<file path="config.mk">
export PLATFORM = sky130hd
export DESIGN_NAME = bsr_slave
export DESIGN_NICKNAME = d
export VERILOG_FILES = /design/src/rtl/bsr_pkg.sv /design/src/rtl/bsr_sync.sv /design/src/rtl/bsr_frame.sv /design/src/rtl/bsr_regfile.sv /design/src/rtl/bsr_slave.sv
export SDC_FILE = /design/constraint.sdc
export NUM_CORES = 1
export LEC_CHECK = 0
export BUFFER_PORTS_ARGS = -buffer_cell sky130_fd_sc_hd__buf_2
export CORE_MARGIN = 2
export CORE_UTILIZATION = 50
export CTS_CLUSTER_SIZE = 12
export DETAILED_ROUTE_END_ITERATION = 10
export PLACE_DENSITY = 0.74
export REMOVE_ABC_BUFFERS = 1
export SYNTH_ARGS = -nofsm -noshare
export SYNTH_HDL_FRONTEND = slang
export SYNTH_SLANG_ARGS = --single-unit
export TNS_END_PERCENT = 1
</file>
<file path="constraint.sdc">
create_clock -name clk_i -period 3.5 [get_ports clk_i]
set_input_delay 0.175 -clock clk_i [delete_from_list [all_inputs] [get_ports clk_i]]
set_output_delay 0.175 -clock clk_i [all_outputs]
set_load 0.01 [all_outputs]
</file>
<file path="src/rtl/bsr_pkg.sv">
package bsr_pkg;
  localparam int unsigned WORD_W = 16;
  localparam int unsigned ADDR_W = 7;
  localparam int unsigned CNT_W  = 5;

  localparam logic [ADDR_W-1:0] A_PID  = 7'h00;
  localparam logic [ADDR_W-1:0] A_FWID = 7'h01;
  localparam logic [ADDR_W-1:0] A_FUNC = 7'h08;
  localparam logic [ADDR_W-1:0] A_GEN  = 7'h10;
  localparam logic [ADDR_W-1:0] A_GDIR = 7'h18;

  typedef enum logic [2:0] {
    PH_IDLE = 3'd0,
    PH_CMD  = 3'd1,
    PH_RD   = 3'd2,
    PH_WR   = 3'd3,
    PH_DONE = 3'd4
  } phase_e;
endpackage

</file>
<file path="src/rtl/bsr_sync.sv">
module bsr_sync #(
  parameter int unsigned W = 1,
  parameter logic [W-1:0] RST_VAL = '0
) (
  input  logic         clk_i,
  input  logic         rst_ni,
  input  logic [W-1:0] d_i,
  output logic [W-1:0] q_o
);
  for (genvar i = 0; i < W; i++) begin : g_bit
    logic [1:0] ff;
    always_ff @(posedge clk_i or negedge rst_ni) begin
      if (!rst_ni) ff <= {2{RST_VAL[i]}};
      else         ff <= {ff[0], d_i[i]};
    end
    assign q_o[i] = ff[1];
  end
endmodule

</file>
<file path="src/rtl/bsr_frame.sv">
module bsr_frame
  import bsr_pkg::*;
(
  input  logic              clk_i,
  input  logic              rst_ni,
  input  logic              en_i,
  input  logic              clr_ni,
  input  logic              stb_i,
  input  logic              sdi_i,
  input  logic [WORD_W-1:0] rd_data_i,
  output logic [ADDR_W-1:0] rd_addr_o,
  output logic              wr_stb_o,
  output logic [ADDR_W-1:0] wr_addr_o,
  output logic [WORD_W-1:0] wr_data_o,
  output logic              sdo_o,
  output phase_e            phase_o,
  output logic [CNT_W-1:0]  cnt_o
);
  phase_e            phase_q;
  logic [CNT_W-1:0]  cnt_q;
  logic [ADDR_W-1:0] cmd_q;
  logic [ADDR_W-1:0] addr_q;
  logic [WORD_W-1:0] sh_q;
  logic              stb_q;
  logic              rise;
  logic [ADDR_W:0]   cmd_full;

  assign rise      = stb_i & ~stb_q;
  assign cmd_full  = {cmd_q, sdi_i};
  assign rd_addr_o = cmd_full[ADDR_W-1:0];

  always_ff @(posedge clk_i or negedge rst_ni) begin
    if (!rst_ni) stb_q <= 1'b0;
    else         stb_q <= stb_i;
  end

  always_ff @(posedge clk_i or negedge rst_ni) begin
    if (!rst_ni) begin
      phase_q <= PH_IDLE;
      cnt_q   <= '0;
      cmd_q   <= '0;
      addr_q  <= '0;
      sh_q    <= '0;
    end else if (!en_i) begin
      phase_q <= PH_IDLE;
      cnt_q   <= '0;
    end else if (!clr_ni) begin
      phase_q <= PH_CMD;
      cnt_q   <= '0;
    end else if (rise) begin
      unique case (phase_q)
        PH_CMD: begin
          cmd_q <= cmd_full[ADDR_W-1:0];
          if (cnt_q == CNT_W'(7)) begin
            addr_q <= cmd_full[ADDR_W-1:0];
            cnt_q  <= '0;
            if (cmd_full[ADDR_W]) begin
              phase_q <= PH_RD;
              sh_q    <= rd_data_i;
            end else begin
              phase_q <= PH_WR;
            end
          end else begin
            cnt_q <= cnt_q + 1'b1;
          end
        end
        PH_RD: begin
          if (cnt_q == CNT_W'(WORD_W)) begin
            phase_q <= PH_DONE;
          end else begin
            if (cnt_q != '0) sh_q <= {sh_q[WORD_W-2:0], 1'b0};
            cnt_q <= cnt_q + 1'b1;
          end
        end
        PH_WR: begin
          sh_q <= {sh_q[WORD_W-2:0], sdi_i};
          if (cnt_q == CNT_W'(WORD_W-1)) phase_q <= PH_DONE;
          else                           cnt_q   <= cnt_q + 1'b1;
        end
        default: ;
      endcase
    end
  end

  assign wr_stb_o  = en_i & clr_ni & rise & (phase_q == PH_WR) & (cnt_q == CNT_W'(WORD_W-1));
  assign wr_addr_o = addr_q;
  assign wr_data_o = {sh_q[WORD_W-2:0], sdi_i};
  assign sdo_o     = en_i & (phase_q == PH_RD) & sh_q[WORD_W-1];
  assign phase_o   = phase_q;
  assign cnt_o     = cnt_q;
endmodule

</file>
<file path="src/rtl/bsr_regfile.sv">
module bsr_regfile
  import bsr_pkg::*;
#(
  parameter int unsigned NUM_FUNC = 2,
  parameter int unsigned NUM_BANK = 3,
  parameter logic [7:0]  MFR_CODE = 8'h01,
  parameter logic [3:0]  FW_BUILD = 4'h3,
  parameter logic [3:0]  FW_MINOR = 4'h2,
  parameter logic [3:0]  FW_PATCH = 4'h5
) (
  input  logic                       clk_i,
  input  logic                       rst_ni,
  input  logic [ADDR_W-1:0]          rd_addr_i,
  output logic [WORD_W-1:0]          rd_data_o,
  input  logic                       wr_stb_i,
  input  logic [ADDR_W-1:0]          wr_addr_i,
  input  logic [WORD_W-1:0]          wr_data_i,
  output logic [NUM_FUNC*WORD_W-1:0] func_en_o,
  output logic [NUM_BANK*WORD_W-1:0] gpio_en_o,
  output logic [NUM_BANK*WORD_W-1:0] gpio_dir_o
);
  localparam logic [WORD_W-1:0] PID_VAL  = {8'h00, MFR_CODE};
  localparam logic [WORD_W-1:0] FWID_VAL = {FW_BUILD, 4'h0, FW_MINOR, FW_PATCH};

  for (genvar i = 0; i < NUM_FUNC; i++) begin : g_func
    logic [WORD_W-1:0] q;
    always_ff @(posedge clk_i or negedge rst_ni) begin
      if (!rst_ni) q <= '0;
      else if (wr_stb_i && wr_addr_i == A_FUNC + ADDR_W'(i)) q <= wr_data_i;
    end
    assign func_en_o[i*WORD_W +: WORD_W] = q;
  end

  for (genvar b = 0; b < NUM_BANK; b++) begin : g_bank
    logic [WORD_W-1:0] en_q, dir_q;
    always_ff @(posedge clk_i or negedge rst_ni) begin
      if (!rst_ni) begin
        en_q  <= '0;
        dir_q <= '0;
      end else if (wr_stb_i) begin
        if (wr_addr_i == A_GEN  + ADDR_W'(b)) en_q  <= wr_data_i;
        if (wr_addr_i == A_GDIR + ADDR_W'(b)) dir_q <= wr_data_i;
      end
    end
    assign gpio_en_o[b*WORD_W +: WORD_W]  = en_q;
    assign gpio_dir_o[b*WORD_W +: WORD_W] = dir_q;
  end

  always_comb begin
    rd_data_o = '0;
    if (rd_addr_i == A_PID)  rd_data_o = PID_VAL;
    if (rd_addr_i == A_FWID) rd_data_o = FWID_VAL;
    for (int i = 0; i < NUM_FUNC; i++)
      if (rd_addr_i == A_FUNC + ADDR_W'(i)) rd_data_o = func_en_o[i*WORD_W +: WORD_W];
    for (int b = 0; b < NUM_BANK; b++) begin
      if (rd_addr_i == A_GEN  + ADDR_W'(b)) rd_data_o = gpio_en_o[b*WORD_W +: WORD_W];
      if (rd_addr_i == A_GDIR + ADDR_W'(b)) rd_data_o = gpio_dir_o[b*WORD_W +: WORD_W];
    end
  end
endmodule

</file>
<file path="src/rtl/bsr_slave.sv">
module bsr_slave
  import bsr_pkg::*;
#(
  parameter int unsigned NUM_FUNC = 2,
  parameter int unsigned NUM_BANK = 3,
  parameter logic [7:0]  MFR_CODE = 8'h01,
  parameter logic [3:0]  FW_BUILD = 4'h3,
  parameter logic [3:0]  FW_MINOR = 4'h2,
  parameter logic [3:0]  FW_PATCH = 4'h5
) (
  input  logic                       clk_i,
  input  logic                       rst_ni,
  input  logic                       en_i,
  input  logic                       clr_ni,
  input  logic                       stb_i,
  input  logic                       sdi_i,
  output logic                       sdo_o,
  output logic [NUM_FUNC*WORD_W-1:0] func_en_o,
  output logic [NUM_BANK*WORD_W-1:0] gpio_en_o,
  output logic [NUM_BANK*WORD_W-1:0] gpio_dir_o
);
  logic              clr_s, stb_s, sdi_s;
  logic [ADDR_W-1:0] rd_addr, wr_addr;
  logic [WORD_W-1:0] rd_data, wr_data;
  logic              wr_stb;
  phase_e            phase;
  logic [CNT_W-1:0]  cnt;

  bsr_sync #(.W(3), .RST_VAL(3'b001)) u_sync (
    .clk_i  (clk_i),
    .rst_ni (rst_ni),
    .d_i    ({sdi_i, stb_i, clr_ni}),
    .q_o    ({sdi_s, stb_s, clr_s})
  );

  bsr_frame u_frame (
    .clk_i     (clk_i),
    .rst_ni    (rst_ni),
    .en_i      (en_i),
    .clr_ni    (clr_s),
    .stb_i     (stb_s),
    .sdi_i     (sdi_s),
    .rd_data_i (rd_data),
    .rd_addr_o (rd_addr),
    .wr_stb_o  (wr_stb),
    .wr_addr_o (wr_addr),
    .wr_data_o (wr_data),
    .sdo_o     (sdo_o),
    .phase_o   (phase),
    .cnt_o     (cnt)
  );

  bsr_regfile #(
    .NUM_FUNC (NUM_FUNC),
    .NUM_BANK (NUM_BANK),
    .MFR_CODE (MFR_CODE),
    .FW_BUILD (FW_BUILD),
    .FW_MINOR (FW_MINOR),
    .FW_PATCH (FW_PATCH)
  ) u_regs (
    .clk_i      (clk_i),
    .rst_ni     (rst_ni),
    .rd_addr_i  (rd_addr),
    .rd_data_o  (rd_data),
    .wr_stb_i   (wr_stb),
    .wr_addr_i  (wr_addr),
    .wr_data_i  (wr_data),
    .func_en_o  (func_en_o),
    .gpio_en_o  (gpio_en_o),
    .gpio_dir_o (gpio_dir_o)
  );
endmodule

</file>
After elaboration in Yosys (flattened, before gate mapping)
Cells that the tools add are included.
Storage, ports and cells
  register bits: 173
Operators by class
  bitwise operators: 8
  add/subtract/negate cells: 1
  muxes and demuxes: 30
  reduce and logical (&&, ||, !) cells: 16
  equal/unequal tests: 34
Operators by type and width (number)
  $mux 16: 12
  $eq 7x5->1 const B: 12
  $pmux 16 s3: 1
  $mux 5: 6
  $eq 7x4->1 const B: 4
  $mux 3: 6
  $pmux 5 s3: 1
  $mux 14: 1
  $ne 4x3->1 const B: 3
  $reduce_and 2->1: 6
  $reduce_and 5->1: 2
  $pmux 3 s3: 1
  $ne 4x4->1 const B: 2
  $reduce_and 4->1: 2
  $reduce_and 8->1: 1
  $and 1x1->1: 7
  $eq 7x1->1 const B: 1
  $logic_not 7->1: 1
  $eq 3x2->1 const B: 2
  $ne 2x1->1 const B: 3
  $add 5x1->5 const B: 1
  $eq 5x3->1 const B: 1
  $eq 5x4->1 const B: 1
  $eq 5x5->1 const B: 1
  other kinds (9): 11

Longest topological paths before layout
Gate-level depths: netlist of the first run.
  depth after elaboration: 14
  gate-level depth with buffers: 10
  gate-level depth less buffers: 8

By module
Synthesis of the first run repeated with hierarchy kept, for this count alone.
Second synthesis, totals
  cell total of the unflattened synthesis: 631
  area, all modules: 8201.6 µm²
Modules (own cells, without submodules)
  bsr_regfile: instances 1, cells an instance 443, area an instance 5868.1 µm²
  bsr_frame: instances 1, cells an instance 179, area an instance 2158.3 µm²
  bsr_sync: instances 1, cells an instance 9, area an instance 175.2 µm²

Least setup slack after synthesis of the first run
Ideal clock, no wire load.
  kind: reg2reg
  start point: reg u_frame.cnt_q[0] (netlist: u_frame.cnt_o[0])
  end point: reg u_regs.g_bank[2].en_q[10]
  arrival time: 2346 ps
  slack: 1029 ps
  setup time: 125 ps
  clock period less this slack: 2471 ps
  required time: 3375 ps
  stages on the path, launching flop included: 10
  path through: dfrtp_1 -> ha_1 -> and3_1 -> ha_1 -> nand2_1 -> nor4_4 -> nand4b_4 -> nor4b_4 -> buf_8 -> mux2_4
Between the ends
  word-level cells in the longest chain between the ends: 3
Ends and longest elaborated chain
  from (decl): line bsr_frame.sv:20  | logic [CNT_W-1:0] cnt_q;
  from (signal assigned): line bsr_frame.sv:64  | cnt_q <= cnt_q + 1'b1;
  from (signal assigned): line bsr_frame.sv:72  | cnt_q <= cnt_q + 1'b1;
  from (signal assigned): line bsr_frame.sv:78  | else cnt_q <= cnt_q + 1'b1;
  $eq 5x4->1: line bsr_frame.sv:85  | assign wr_stb_o = en_i & clr_ni & rise & (phase_q == PH_WR) & (cnt_q == CNT_W'(WORD_W-1));
  $and 1x1->1: line bsr_frame.sv:85
  $reduce_and 2->1 (no source line)
  to (signal assigned): line bsr_regfile.sv:41  | if (wr_addr_i == A_GEN + ADDR_W'(b)) en_q <= wr_data_i;
  to (decl): line bsr_regfile.sv:35  | logic [WORD_W-1:0] en_q, dir_q;
No other way between the ends.
A chain may end at the register's enable or synchronous reset.

Worst setup path after layout of the first run
  start point: reg u_frame.cnt_q[0] (netlist: u_frame.cnt_o[0])
  end point: reg u_regs.g_bank[0].en_q[3]
Between the ends
  word-level cells in the longest chain between the ends: 3
Ends and longest elaborated chain (line)
  $eq 5x4->1: bsr_frame.sv:85
  $and 1x1->1: bsr_frame.sv:85
  $reduce_and 2->1 (no source line)
  to (signal assigned): bsr_regfile.sv:41
  to (decl): bsr_regfile.sv:35
No other way between the ends.

==> impl_metrics.toml, run 1 <==
[finish]
final_util_pct = 60.6
fillCellCount = 1295
nNetsFinal = 798
antenna-diode-count = 0
areaGrowthSynthToFinish_pct = 17.6
drive_above_1_share_pct = 42.8

[worst_hold_path]
hold_path_class = "in -> reg"

[sta]
slew_violations = 0
rsz0062_at_grt = "no"
fin_crit_sh_pct = 81.8
hold_violations = 0
finalSetupTns_ns = 0
fmax_mhz = 349
max_slew_margin_pct = 40.2
clock_skew_ns = 0.00932
worst_pin_slew_ns = 0.896
min_period_ns = 2.86
setup_violations = 0

[detailed_routing]
first_pass_iters = 5
drtAntennaViolNets = 0
drcViolationCount = 0
vias = 6490
vias_per_cell = 6.39
wl_per_cell_um = 24.1
drt_iter0_markers = 772
drt-total-wl_um = 24500

[synthesis]
netlist_instances = 671
ys_seq_area_share_pct = 52.5
synth_top_area_share_pct = 51.9
synth_top_area_cell = "dfrtp_1"
netlist_top_cells_count = "171 x dfrtp_1, 121 x mux2_2, 41 x o21ai_0, 40 x nand2_1, 24 x clkbuf_1"
netlist_area_mm2 = 0.00825
yosys-top-cells-area = "dfrtp_1 52%, mux2_2 17%, mux2_4 3.6%"
ys_ff_latch = 173
async_flop_share_pct = 100
yosysMostFrequentCell = "dfrtp_1"
synth.distinct_cells = 71
avgSynthCellArea_um2 = 12.3
synth_edf_count = 0
yosysWarnings = 0
synth_ff_type = "dfrtp_1"

[pwr]
p_switching_mw = 0.961
combinationalPowerShare_pct = 4.9
switching_share_pct = 23.4
p_leak_nw = 4.86
ir_worst_vdd_v = 0.000324
p_per_area_mw_per_mm2 = 423
pwr-share-seq_pct = 50.1
p_clk_share_pct = 45.0
internal_power_mw = 3.14

[global_routing]
grt_max_degree = 97
gr-total-overflow = 0
grt_pass1_vias = 6490
grt_pass1_wl_um = 38800
grt_usage_pct = 28.6
antenna_found_initial = 0

[critical_path]
crit_family = "simple AND/OR/NAND/NOR gates"
critPathMaxStageDelay_ns = 0.76
crit_arrival_ns = 3.18
crit_slowest_cell = "and2b_1"
worstPathCellList = "ha_1, and3_1, ha_1, nand2_1, nor4_4, nand4b_4, and2b_1, mux2_2"
crit_path_end_kind = "flip-flop"
cp-start-kind = "flip-flop"
path_class = "reg -> reg"
crit_fanout = 16
crit_top_cell = "ha_1"
cp.required_ns = 3.81
crit_buf_inv = 0

[floorplan]
core_area_mm2 = 0.0160
ios = 135
row_count = 46
fp.dieW_um = 132
die-area_mm2 = 0.0175
initial_core_util_pct = 51.5
fp.dieH_um = 132

[status]
status = "completed"

[place]
portBuffers = 134
gp_congestion = 0.882
dp_hpwl_um = 15700

[flow_run]
drv_cap = 0

[clocking]
cts_sinks = 173
cts_max_level = 4
postCtsSetupRepairBufs = 0
clkTransAtPathRegs_ns = 0.06
root_buffer = "clkbuf_16"
cts_tree = "built"
clock_latency_ns = 0.43
clk_path_buf_depth = 2
numCtsBuffers = 17
power by group through the flow:
stage	logic, mW	registers (mW)	clock network, mW
6_report	0.200	2.06	1.85
5_1_grt	0.221	2.06	1.93
4_1_cts	0.199	2.05	1.85
3_5_place_dp	0.195	2.09	0
3_3_place_gp	0.190	2.09	0
2_1_floorplan	0.0886	2.08	0
metal layers:
| metal | global-route usage (%) | share of wire (%) | routed length (µm) | vias to the layer above |
|---|---|---|---|---|
| li1 | - | - | - | 2717 |
| met1 | 40.4 | 42 | 10300 | 3316 |
| met2 | 44.4 | 47 | 11600 | 405 |
| met3 | 5.21 | 8.7 | 2120 | 52 |
| met4 | 10.9 | 2.2 | 529 | 0 |
| met5 | 0 | 0 | 0 | - |
repair_timing:
item	in CTS	in global routing
gates resized for setup	0	0
endpoints found under the hold margin	95	0
hold buffers	4	0
flip-flops by register name, indices dropped and copies added, names as in the netlist:
| name | cells |
|---|---|
| u_regs.g_bank.en_q | 48 |
| u_regs.g_bank.dir_q | 48 |
| u_regs.g_func.q | 32 |
| u_frame.stb_q | 1 |
| u_sync.g_bit.ff | 6 |
| u_frame.sh_q | 16 |
| u_frame.cnt_o | 5 |
| u_frame.cmd_q | 7 |
| u_frame.wr_addr_o | 7 |
| u_frame.phase_o | 3 |
final timing paths:
kind | cells after the start | slack, ns | from | end
worst min-delay path | 2 | 0.02 | en_i | u_frame.phase_o[0]
worst max register to register | 8 | 0.64 | u_frame.cnt_o[0] | u_regs.g_bank[0].en_q[3]
worst min register to register | 0 | 0.35 | u_sync.g_bit[1].ff[0] | u_sync.g_bit[1].ff[1]
max in group asynchronous | 3 | 2.13 | rst_ni | u_regs.g_bank[1].en_q[1]
min in group asynchronous | 2 | 0.44 | rst_ni | u_frame.cnt_o[3]
worst max-delay path | 8 | 0.64 | u_frame.cnt_o[0] | u_regs.g_bank[0].en_q[3]
metrics by stage:
step           total power [mW]  instance area (µm²)  worst slack, ns  hold WS, ns  cells
6_report                   4.10                 9700            0.636       0.0236   1016
5_1_grt                    4.21                 9700            0.407       0.0567   1016
4_1_cts                    4.11                 9700            0.594       0.0165   1016
3_5_place_dp               2.29                 9090            0.622        0.282    982
3_3_place_gp               2.28                 9090            0.703        0.286    982
2_1_floorplan              2.17                 7970            0.143       -0.121    613
cells by family (layout without fill, tap and decap cells):
kind of cell / Yosys count / after routing / share of synthesized area (%)
adder cells (fa/ha/maj): 3 / 3 / 0.455
buffers and inverters: 67 / 196 / 3.79
multiplexers: 148 / 148 / 21.0
flip-flops: 173 / 173 / 52.5
AND/OR/NAND/NOR: 146 / 146 / 11.2
AO/OA/AOI/OAI: 134 / 134 / 11.0
layout make-up:
class / instances / area [µm²] / area share [%]
multi-input combinational: 431 / 3620 / 37.4
clock inverter: 10 / 119 / 1.23
sequential: 173 / 4330 / 44.7
tap: 216 / 270 / 2.79
inverter: 9 / 33.8 / 0.348
timing repair buffer: 157 / 872 / 8.99
clock buffer: 20 / 447 / 4.61
placed cells by master (no fill, tap or decap), types with 4 or more instances in the layout:
cell | netlist | final
nand3_1 | 19 | 19
and3_1 | 12 | 12
o311a_1 | 9 | 9
a32oi_1 | 9 | 9
inv_1 | 9 | 9
buf_4 | 3 | 18
a31oi_1 | 8 | 8
or3_1 | 5 | 5
clkbuf_16 | 0 | 17
nand2_1 | 40 | 40
o21ai_0 | 41 | 41
o21ai_1 | 10 | 10
mux2_4 | 20 | 20
nor3_1 | 7 | 7
mux2i_1 | 7 | 7
nor2_1 | 13 | 13
a2111oi_0 | 4 | 4
dlygate4sd3_1 | 0 | 4
dfrtp_1 | 171 | 171
nand2b_1 | 5 | 5
a221oi_1 | 10 | 10
nor2b_1 | 6 | 6
o21a_1 | 4 | 4
buf_2 | 19 | 133
a21oi_1 | 13 | 13
mux2_2 | 121 | 121
Power figures use the tool's default switching activity.
==> run 2: changes to the inputs <==
Settings changed: PLACE_DENSITY 0.74 to 0.77.
Clock period 3.5 ns to 2.37 ns, I/O delays scaled along.
==> run 2 against run 1 <==
The flow now finishes with violations (setup timing). Clock power grew 64%. Die area unchanged. Fmax grew 15%. Global-route usage grew 1.3 points. Via count increased by 5.3%. Design area up 7.0%. Count of clock-buffer cells in the layout unchanged. Clock skew is 0.0029 ns higher. Sequential power is 47% higher. Worst hold slack gained 0.28 ns. Non-clock buffer count rose by 38. Sequential share of layout area fell by 2.9 points.
==> impl_metrics.toml, run 2 (synthesis results as in run 1) <==
[sta]
min_period_ns = 2.49
rsz0062_at_grt = "yes"
worst_pin_slew_ns = 0.780
fmax_mhz = 402
finalSetupTns_ns = -2.39
slew_violations = 0
setup_violations = 53
finalWorstSetupSlack_ns = -0.120
max_slew_margin_pct = 48.0
clock_skew_ns = 0.0122
fin_crit_sh_pct = 105
hold_violations = 0

[detailed_routing]
drt_iter0_markers = 741
drcViolationCount = 0
vias_per_cell = 6.47
first_pass_iters = 5
vias = 6835
drtAntennaViolNets = 0
drt-total-wl_um = 25900
wl_per_cell_um = 24.5

[clocking]
clk_path_buf_depth = 2
clkTransAtPathRegs_ns = 0.07
cts_tree = "built"
cts_sinks = 173
clock_latency_ns = 0.45
numCtsBuffers = 17
cts_max_level = 4
root_buffer = "clkbuf_16"

[critical_path]
crit_path_end_kind = "flip-flop"
crit_arrival_ns = 2.82
path_class = "reg -> reg"
cp-start-kind = "flip-flop"
crit_fanout = 8
cp.required_ns = 2.70

[finish]
areaGrowthSynthToFinish_pct = 25.8
final_cell_mix = "169 x dfrtp_1, 133 x buf_2, 87 x mux2_2"
layout_commonest_cell = "dfrtp_1"
final_area_mm2 = 0.0104
nNetsFinal = 836
antenna-diode-count = 0
drive_above_1_share_pct = 46.4
reg_top3 = "u_regs.g_bank.dir_q x48, u_regs.g_bank.en_q x48, u_regs.g_func.q x32"
fin_cells = 1056

[flow_run]
drv_cap = 0

[global_routing]
grt_pass1_vias = 7006
antenna_found_initial = 0
grt_pass1_wl_um = 40200
grt_usage_pct = 30.0
grt_max_degree = 82
gr-total-overflow = 0

[pwr]
p_leak_nw = 5.18
ir_worst_vdd_v = 0.000552
finalPower_mw = 6.42
p_per_area_mw_per_mm2 = 619

[floorplan]
die-area_mm2 = 0.0175
ios = 135
row_count = 46
fp.dieW_um = 132
core_area_mm2 = 0.0160
fp.dieH_um = 132
initial_core_util_pct = 51.5

[place]
gp_congestion = 0.883
dp_hpwl_um = 16900
pre_cts_slack_ns = -0.222
portBuffers = 134
dp.cells = 1013
dpl_cell_area_mm2 = 0.00944

[worst_hold_path]
hold_path_class = "in -> async"

[status]
violations = "setup timing"
status = "complete, but fails checks"
run 2: through the flow:
step | hold slack [ns] | util [%]
CTS | 0.316 | 64.7
finish | 0.302 | 64.8
floorplan | -0.177 | -
detailed placement | 0.214 | 59.0
global route | 0.326 | 64.8
global placement | 0.200 | 59.0
run 2: cell type report:
type                    instances  area (µm²)
clock buffers                  20         457
repair buffers                195        1300
clock inverters                12         185
fillers                      1238        5630
flip-flops and latches        173        4330
multi-input cells             431        3790
inverters                       9        33.8
well taps                     216         270
run 2: metal layers:
layer	share of wire [%]	GRT usage, %
met2	48	47.8
met3	9.8	7.97
met1	38	38.4
met4	4.3	13.9
met5	0	0
run 2: critical path: stages (launching register included):
cell and delay (ns):
dfrtp_1 0.43, ha_4 0.16, and3_4 0.19, ha_4 0.14, nand2_4 0.06, nor4_4 0.31, nand4b_4 0.18, nor4b_4 0.26
buf_4 0.16, clkbuf_16 0.17, mux2_4 0.31
run 2: path summary, 6_finish.rpt:
check                                      start                        end  slack [ns]  depth (start not counted)
min in group clk_i                         stb_i      u_sync.g_bit[1].ff[0]        0.32                          2
hold reg to reg            u_sync.g_bit[1].ff[0]      u_sync.g_bit[1].ff[1]        0.36                          0
setup reg to reg                u_frame.cnt_o[0]  u_regs.g_bank[2].en_q[11]       -0.12                         10
hold / removal                            rst_ni      u_sync.g_bit[1].ff[1]        0.30                          2
setup / recovery                u_frame.cnt_o[0]  u_regs.g_bank[2].en_q[11]       -0.12                         10
max in group asynchronous                 rst_ni       u_frame.wr_addr_o[6]        1.29                          3
run 2: where the power goes:
group / switching (mW) / leakage, nW / internal (mW) / total (mW)
logic: 0.233 / 2.47 / 0.132 / 0.365
clock network: 1.21 / 0.311 / 1.83 / 3.04
registers: 0.0462 / 2.39 / 2.97 / 3.02
run 2: what timing repair did:
| item | CTS | global route |
|---|---|---|
| pin swaps | 6 | 5 |
| hold buffers | 5 | 0 |
| endpoints found under the hold margin | 81 | 0 |
| buffers inserted | 3 | 2 |
| cloned | 1 | 0 |
| endpoints found under the setup margin | 117 | 131 |
| gates resized for setup | 43 | 6 |
==> run 3: changes to the inputs <==
Settings changed: CORE_ASPECT_RATIO set to 1.2.
==> run 3 against run 2 <==
The run still ends with setup timing left. Register-to-register slack improved by 0.05 ns. Wire length decreased by 7.3%. Sequential share of layout area increased by 1.0 points. Sequential power hardly changed. Fmax is 1.9% higher. Cell count decreased by 0.19%. Setup slack gained 0.047 ns. Via count decreased by 4.6%. Largest power group is now registers.
==> impl_metrics.toml, run 3 (synthesis results as in run 1) <==
[status]
status = "complete, but fails checks"
violations = "setup timing"

[floorplan]
row_count = 51
fp.dieH_um = 145
fp.dieW_um = 121
core_area_mm2 = 0.0162
die-area_mm2 = 0.0175
ios = 135
initial_core_util_pct = 50.9

[critical_path]
cp.required_ns = 2.68
crit_slowest_cell = "dfrtp_1"
worst-r2r-setup-slack_ns = -0.07
critPathMaxStageDelay_ns = 0.36
crit_fanout = 9
path_class = "reg -> reg"
r2r-start = "u_frame.cnt_o[1]"
worstPathCellList = "ha_1, and3_1, ha_2, nand2_2, nor4_4, nand4b_4, nor4b_4, buf_6, mux2_2"
r2r_end = "u_regs.g_bank[2].en_q[15]"
cp.depth = 9
crit_family = "simple AND/OR/NAND/NOR gates"
crit_path_end = "u_regs.g_bank[2].en_q[15]"
crit_buf_inv = 1
crit_path_end_kind = "flip-flop"
crit_start = "u_frame.cnt_o[1]"
cp-start-kind = "flip-flop"
crit_arrival_ns = 2.76
r2r_cells = 9

[sta]
setup_violations = 32
fmax_mhz = 409
hold_violations = 0
finalWorstSetupSlack_ns = -0.0733
worst_pin_slew_ns = 0.669
slew_violations = 0
min_period_ns = 2.44
rsz0062_at_grt = "yes"
clock_skew_ns = 0.0109
max_slew_margin_pct = 55.4
finalSetupTns_ns = -1.04
worst_hold_slack_ns = 0.234
fin_crit_sh_pct = 103

[detailed_routing]
drt-total-wl_um = 24000
first_pass_iters = 5
wl_per_cell_um = 22.8
drtAntennaViolNets = 0
drcViolationCount = 0
drt_iter0_markers = 561
vias = 6519
vias_per_cell = 6.19

[worst_hold_path]
hold_path_class = "in -> async"

[global_routing]
grt_usage_pct = 27.8
grt_pass1_wl_um = 36500
antenna_found_initial = 0
grt_max_degree = 59
gr-total-overflow = 0
grt_pass1_vias = 6428

[finish]
final_area_mm2 = 0.0101
final_util_pct = 62.4
areaGrowthSynthToFinish_pct = 22.7
final_cell_mix = "171 x dfrtp_1, 133 x buf_2, 121 x mux2_2"
antenna-diode-count = 0
nNetsFinal = 838
layout_commonest_cell = "dfrtp_1"
fin_cells = 1054
drive_above_1_share_pct = 45.5
reg_top3 = "u_regs.g_bank.dir_q x48, u_regs.g_bank.en_q x48, u_regs.g_func.q x32"

[place]
dp.cells = 1017
dpl_cell_area_mm2 = 0.00944
gp_congestion = 0.863
portBuffers = 134
dp_hpwl_um = 16300
pre_cts_slack_ns = -0.0503

[pwr]
p_per_area_mw_per_mm2 = 616
p_leak_nw = 5.10
ir_worst_vdd_v = 0.000495
finalPower_mw = 6.23

[clocking]
clk_path_buf_depth = 2
cts_max_level = 4
postCtsSetupRepairBufs = 0
numCtsBuffers = 17
cts_sinks = 173
clkTransAtPathRegs_ns = 0.06
clock_latency_ns = 0.43
cts_tree = "built"
root_buffer = "clkbuf_16"

[flow_run]
drv_cap = 0
-- run 3: cell count changes in the layout (fill, tap and decap cells not counted), moves of 3 or more --
cell      previous run  this run
buf_6                4         7
mux2_2              87       121
buf_4               42        46
mux2_4              54        20
clkinv_4             4         0
buf_12              10         6
clkbuf_1             1         5
-- run 3: final cells by class --
type / count / area, µm²
clock buffer: 23 / 458
clock inverter: 9 / 135
fill: 1287 / 6090
inverter: 9 / 33.8
multi-input combinational: 431 / 3630
sequential: 173 / 4330
tap: 212 / 265
timing repair buffer: 197 / 1260
-- run 3: what timing repair did --
item                                   in CTS  in global routing
gates resized for setup                     4                  6
hold buffers                                5                  0
pin swaps                                   0                  0
endpoints found under the hold margin      56                  0
setup endpoints to repair                  51                129
-- run 3: worst min-delay path by stage --
stage	start	endpoint	slack (ns)
floorplan	rst_ni	u_frame.cmd_q[0]	-0.18
global placement	rst_ni	u_frame.cnt_o[3]	0.13
detailed placement	rst_ni	u_sync.g_bit[1].ff[0]	0.14
CTS	rst_ni	u_frame.sh_q[12]	0.25
global route	rst_ni	u_frame.cmd_q[3]	0.27
finish	rst_ni	u_frame.cmd_q[3]	0.23
-- run 3: worst register-to-register path, stage by stage (launching register included) --
cell      delay [ns]
dfrtp_1         0.36
ha_1            0.17
and3_1          0.17
ha_2            0.18
nand2_2         0.09
nor4_4          0.31
nand4b_4        0.18
nor4b_4         0.31
buf_6           0.22
mux2_2          0.35
-- run 3: power breakdown --
| part | internal (mW) | switching [mW] |
|---|---|---|
| sequential | 2.97 | 0.0157 |
| combinational | 0.134 | 0.255 |
| clock | 1.69 | 1.16 |
| total | 4.80 | 1.43 |
-- run 3: per-layer routing --
metal,track usage (%),vias to the layer above,share of wire [%]
met2,44.3,308,49
met3,7.05,60,7.6
met5,0,-,0
li1,-,2804,-
met4,12.0,0,3.2
met1,36.2,3347,40
